==> src/rtl/pout_pkg.sv <==
package pout_pkg;

    localparam int DATA_W = 8;
    localparam int SEL_W  = 2;

    typedef enum logic [SEL_W-1:0] {
        SEL_DATA   = 2'b00,
        SEL_STATUS = 2'b01,
        SEL_RSV2   = 2'b10,
        SEL_RSV3   = 2'b11
    } sel_t;

    typedef enum logic {
        ST_IDLE    = 1'b0,
        ST_RESPOND = 1'b1
    } tstate_t;

    typedef struct packed {
        logic              accept;
        logic              rd;
        sel_t              sel;
        logic [DATA_W-1:0] wdata;
    } xfer_t;

    function automatic logic [DATA_W-1:0] status_byte(input logic busy);
        logic [DATA_W-1:0] s;
        s    = '0;
        s[0] = ~busy;
        return s;
    endfunction

endpackage

==> src/rtl/pout_decode.sv <==
module pout_decode
    import pout_pkg::*;
#(
    parameter int ADDR_W = 8,
    parameter logic [ADDR_W-SEL_W-1:0] PORT_BASE = 6'h2A
) (
    input  logic              req,
    input  logic [ADDR_W-1:0] addr,
    output logic              go,
    output sel_t              sel
);

    logic hit;

    always_comb begin
        hit = (addr[ADDR_W-1:SEL_W] == PORT_BASE);
        go  = req & hit;
        sel = sel_t'(addr[SEL_W-1:0]);
    end

endmodule

==> src/rtl/pout_timing.sv <==
module pout_timing
    import pout_pkg::*;
(
    input  logic clk,
    input  logic rst,
    input  logic go,
    output logic accept,
    output logic ack
);

    tstate_t state_q;
    tstate_t state_d;

    always_comb begin
        accept  = go && (state_q == ST_IDLE);
        state_d = state_q;
        case (state_q)
            ST_IDLE:    if (go) state_d = ST_RESPOND;
            ST_RESPOND: state_d = ST_IDLE;
            default:    state_d = ST_IDLE;
        endcase
        ack = (state_q == ST_RESPOND);
    end

    always_ff @(posedge clk) begin
        if (rst) state_q <= ST_IDLE;
        else     state_q <= state_d;
    end

    // acknowledge lasts one cycle
    a_r3_ack_single: assert property (@(posedge clk) disable iff (rst)
        ack |=> !ack);
    // an accepted cycle is answered on the next cycle
    a_r3_accept_acked: assert property (@(posedge clk) disable iff (rst)
        accept |=> ack);
    // no answer without a decoded request
    a_r2_ack_needs_go: assert property (@(posedge clk) disable iff (rst)
        ack |-> $past(go));

endmodule

==> src/rtl/pout_regs.sv <==
module pout_regs
    import pout_pkg::*;
(
    input  logic              clk,
    input  logic              rst,
    input  logic              load,
    input  logic [DATA_W-1:0] wdata,
    input  logic              dev_idle,
    input  sel_t              rd_sel,
    output logic [DATA_W-1:0] data_q,
    output logic              busy_q,
    output logic [DATA_W-1:0] rd_value
);

    logic idle_q;
    logic idle_rise;

    always_comb begin
        idle_rise = dev_idle & ~idle_q;
        case (rd_sel)
            SEL_DATA:   rd_value = data_q;
            SEL_STATUS: rd_value = status_byte(busy_q);
            default:    rd_value = '0;
        endcase
    end

    always_ff @(posedge clk) begin
        if (rst) begin
            idle_q <= 1'b0;
            data_q <= '0;
            busy_q <= 1'b0;
        end else begin
            idle_q <= dev_idle;
            if (load) begin
                data_q <= wdata;
                busy_q <= 1'b1;
            end else if (idle_rise) begin
                busy_q <= 1'b0;
            end
        end
    end

    // a load takes the write data and marks the character pending
    a_r4_load_takes: assert property (@(posedge clk) disable iff (rst)
        load |=> (data_q == $past(wdata)) && busy_q);
    // pending flag holds until an idle rise
    a_r5_valid_hold: assert property (@(posedge clk) disable iff (rst)
        (busy_q && !idle_rise) |=> busy_q);
    // an idle rise without a new load clears the flag
    a_r5_rise_clears: assert property (@(posedge clk) disable iff (rst)
        (idle_rise && !load) |=> !busy_q);
    // data changes only on a load
    a_r9_data_only_on_load: assert property (@(posedge clk) disable iff (rst)
        !load |=> $stable(data_q));

endmodule

==> src/rtl/pout_port.sv <==
module pout_port
    import pout_pkg::*;
#(
    parameter int ADDR_W = 8,
    parameter logic [ADDR_W-SEL_W-1:0] PORT_BASE = 6'h2A
) (
    input  logic              clk,
    input  logic              rst,
    input  logic              bus_req,
    input  logic              bus_rd,
    input  logic [ADDR_W-1:0] bus_addr,
    input  logic [DATA_W-1:0] bus_wdata,
    output logic [DATA_W-1:0] bus_rdata,
    output logic              bus_ack,
    output logic [DATA_W-1:0] dev_data,
    output logic              dev_valid,
    input  logic              dev_idle
);

    logic              go;
    sel_t              sel;
    logic              accept;
    logic              busy;
    logic [DATA_W-1:0] rd_value;
    xfer_t             xfer;
    logic              load;
    logic [DATA_W-1:0] rdata_q;

    pout_decode #(
        .ADDR_W    (ADDR_W),
        .PORT_BASE (PORT_BASE)
    ) u_decode (
        .req  (bus_req),
        .addr (bus_addr),
        .go   (go),
        .sel  (sel)
    );

    pout_timing u_timing (
        .clk    (clk),
        .rst    (rst),
        .go     (go),
        .accept (accept),
        .ack    (bus_ack)
    );

    always_comb begin
        xfer.accept = accept;
        xfer.rd     = bus_rd;
        xfer.sel    = sel;
        xfer.wdata  = bus_wdata;
        load        = xfer.accept && !xfer.rd && (xfer.sel == SEL_DATA);
    end

    pout_regs u_regs (
        .clk      (clk),
        .rst      (rst),
        .load     (load),
        .wdata    (xfer.wdata),
        .dev_idle (dev_idle),
        .rd_sel   (xfer.sel),
        .data_q   (dev_data),
        .busy_q   (busy),
        .rd_value (rd_value)
    );

    always_ff @(posedge clk) begin
        if (rst)                          rdata_q <= '0;
        else if (xfer.accept && xfer.rd)  rdata_q <= rd_value;
        else                              rdata_q <= '0;
    end

    assign bus_rdata = rdata_q;
    assign dev_valid = busy;

    // read bus quiet outside the acknowledge cycle
    a_r10_rdata_quiet: assert property (@(posedge clk) disable iff (rst)
        !bus_ack |-> (bus_rdata == '0));
    // status read reports the inverted pending flag, upper bits zero
    a_r6_status_read: assert property (@(posedge clk) disable iff (rst)
        (accept && bus_rd && sel == SEL_STATUS)
        |=> (bus_rdata[DATA_W-1:1] == '0) && (bus_rdata[0] == !$past(busy)));
    // reserved writes leave the data register alone
    a_r8_reserved_write: assert property (@(posedge clk) disable iff (rst)
        (accept && !bus_rd && sel[1]) |=> $stable(dev_data));
    // an undecoded cycle leaves the data register alone
    a_r2_miss_no_change: assert property (@(posedge clk) disable iff (rst)
        !go |=> $stable(dev_data));

endmodule

==> config.mk <==
export PLATFORM = sky130hd
export DESIGN_NAME = pout_port
export DESIGN_NICKNAME = d
export VERILOG_FILES = /design/src/rtl/pout_pkg.sv /design/src/rtl/pout_decode.sv /design/src/rtl/pout_timing.sv /design/src/rtl/pout_regs.sv /design/src/rtl/pout_port.sv
export SDC_FILE = /design/constraint.sdc
export NUM_CORES = 1
export LEC_CHECK = 0
export ABC_AREA = 1
export CORE_MARGIN = 4
export CORE_UTILIZATION = 35
export DETAILED_ROUTE_END_ITERATION = 8
export PLACE_DENSITY = 0.69
export SYNTH_ARGS = -nofsm -noshare
export SYNTH_HDL_FRONTEND = slang
export SYNTH_SLANG_ARGS = --single-unit
==> constraint.sdc <==
create_clock -name clk -period 1.4 [get_ports clk]
set_clock_uncertainty 0.1 [all_clocks]
set_input_delay 0.21 -clock clk [delete_from_list [all_inputs] [get_ports clk]]
set_output_delay 0.21 -clock clk [all_outputs]
set_load 0.02 [all_outputs]
==> summary.txt <==
Placed design
  • I/O Buffers: 38
  • Placed cell count: 198
  • Routability cong.: 0.762
  • HPWL reported at the end of detailed placement: 1.61 mm
  • Placed Instance Area: 1330 um2
  • Place WS: -0.169 ns

Yosys
  • Avg Cell Area, Syn: 6.70 um2
  • Flops & latches, synth: 19
  • Commonest register cell after synthesis: dfxtp_1
  • Synthesized Nets: 150
  • Area leader, netlist: dfxtp_1
  • Area share of the largest cell type after synthesis: 44.0%
  • Top cells by area, synth: dfxtp_1, nand2_1, inv_1
  • Count leader, synth: nand2_1
  • Syn Inst Count: 129
  • Sequential share of the synthesized area: 44.0%
  • Asr flop ratio synth: 0%
  • Synth cell count leaders: nand2_1, inv_1, dfxtp_1, nor2_1, nor2_2
  • Netlist cell types: 14
  • YS warnings: 0
  • Post-synth EDFFs: 0
  • Synthesized area: 865 um2

Worst hold path
  • Worst hold path class: in2reg
  • Hold Path Depth: 3
  • Hold Path End: u_regs.idle_q
  • Hold Startpoint: dev_idle

CTS
  • CTS tree: built
  • TritonCTS Buffers: 3
  • Post-CTS Setup Repair Bufs: 0
  • Worst-path clk slew: 0.11 ns
  • Num Clock Sinks: 19
  • Root buf cell: clkbuf_4
  • Worst-Skew Late Latency: 0.30 ns
  • CTS Hold Bufs: 0
  • Resized cells post-CTS: 18
  • Max Root-Sink Buffers: 2
  • H-tree depth: 1

GRT
  • Tot GR Track Use: 11.6%
  • Vias in the first global route: 767
  • Initial antenna violation count: 0
  • Largest net degree at the start of global routing: 12
  • Total gr overflow: 0
  • Global-route wire length before repair: 3.02 mm

Drt
  • Uppermost layer routed: met4
  • Met2 WL: 959 um
  • Average wire per standard cell: 9.33 um
  • Vias per cell: 4.10
  • Met3 WL: 124 um
  • Final ANT Viol Nets: 0
  • Initial DRC Count: 8
  • Post-Route WL: 1.89 mm
  • DRT Pass-1 Iters: 4
  • Vias: 829
  • Wire length on met1: 758 um
  • DR DRC count: 0

STA
  • Tightest Pin Transition: 0.276 ns
  • Final setup viols: 0
  • Fmax: 736 MHz
  • TNS Setup: 0 ns
  • Setup ws final: 0.0412 ns
  • RSZ-0062 raised after global routing: no
  • Ratio of final minimum period to clock period: 97.1%
  • Worst hold slack: 0.353 ns
  • Rel. slew slack: 81.6%
  • Slew Viols, Final: 0
  • Final hold violation count: 0
  • Min cycle time layout: 1.36 ns

Layout
  • Register Area: 380 um2
  • Post-layout nets: 196
  • Finished Core Util: 58.5%
  • Antenna cells: 0
  • Non-filler cells, final: 202
  • Layout cell share with drive strength beyond 1: 14.4%
  • Multi-input gate area: 353 um2
  • Layout Area Growth over Synthesis: 54.1%
  • Post-route cell area: 1330 um2
  • Filler cells: 237

Floorplan
  • Core footprint: 2280 um2
  • I/O pins: 39
  • Row count: 17
  • Die area: 3330 um2
  • Initial Utilization: 38.0%
  • Die width: 57.7 um
  • Die H: 57.7 um

Worst setup path
  • CP Buf/Inv Count: 1
  • Worst R2R End: u_regs.data_q[6]
  • CP max stage delay: 0.40 ns
  • Critical path capture point type: primary output
  • Reg2reg setup slack: 0.24 ns
  • Slowest stage cell, crit path: dfxtp_1
  • CP delay by family, top: flip-flops
  • CP max FO: 3
  • R2R cell count: 6
  • Worst path required time: 1.09 ns
  • Critical path arrival: 1.05 ns
  • Worst-path cell chain: dlygate4sd2_1
  • Startpoint Class: flip-flop
  • Crit path kind: reg2out
  • Worst r2r src: u_timing.ack

Status
  • Outcome: finished clean

Power and ir drop
  • Power Dens Cells: 708 nW/um2
  • Leak: 0.691 nW
  • VDD IR max: 0.522 mV
  • Pwr Total: 0.944 mW

Job
  • MaxCap Viol Count: 0
## report_power, final
| group | switching (mW) | leakage, nW | total [mW] | internal, mW |
|---|---|---|---|---|
| clock | 0.170 | 0.0177 | 0.276 | 0.106 |
| combinational | 0.0501 | 0.520 | 0.125 | 0.0748 |
| sequential | 0.000701 | 0.153 | 0.543 | 0.542 |
## cell usage in the layout (no fill, tap or decap)
master            n
buf_4             1
inv_1            31
nor2_1           15
o21ai_0           1
inv_2             4
nand3_4           1
clkinv_2          1
a21oi_1           2
nor3_1            1
nand3_1           8
nand2_2           1
nor2_2           10
buf_12            2
clkbuf_4          3
clkdlybuf4s50_1  20
dlygate4sd2_1    18
nand2_4           1
dfxtp_1          19
nand2_1          34
nor2_4            1
## area by class of cell
type                    instances  share of cell area [%]
well taps                      28                    2.63
clock buffers                   3                    1.69
repair buffers                 41                    30.4
multi-input cells              75                    26.5
flip-flops and latches         19                    28.5
inverters                      35                    9.86
clock inverters                 1                   0.376
## tightest hold or removal path, stage by stage
cell and delay [ns]:
clkdlybuf4s50_1 0.40, inv_1 0.07, nor2_1 0.04
## metal layers
layer / track usage (%) / up-vias
met5: 0 / -
met4: 7.95 / 0
met3: 1.56 / 4
met2: 21.6 / 25
met1: 11.7 / 338
li1: - / 462
## state kept, by name (all words and copies together) (netlist names)
| register | count |
|---|---|
| u_regs.idle_q | 1 |
| u_regs.busy_q | 1 |
| bus_rdata | 8 |
| u_timing.ack | 1 |
| u_regs.data_q | 8 |
## logic make-up (layout without fill, tap and decap cells)
| family | count (synthesis) | count (layout) | share of synthesized area (%) |
|---|---|---|---|
| AND/OR/NAND/NOR | 72 | 72 | 39.1 |
| buffers and inverters | 35 | 80 | 15.2 |
| flip-flops | 19 | 19 | 44.0 |
| AO/OA/AOI/OAI | 3 | 3 | 1.74 |
## worst max-delay path by stage
stage | startpoint | endpoint | cells after the start
finish | u_regs.data_q[3] | dev_data[3] | 1
global route | u_regs.data_q[3] | dev_data[3] | 1
CTS | u_regs.data_q[3] | dev_data[3] | 1
detailed placement | bus_addr[5] | u_regs.data_q[6] | 8
global placement | bus_req | u_regs.data_q[4] | 8
floorplan | u_timing.ack | u_regs.data_q[0] | 7
Power figures use the tool's default switching activity.
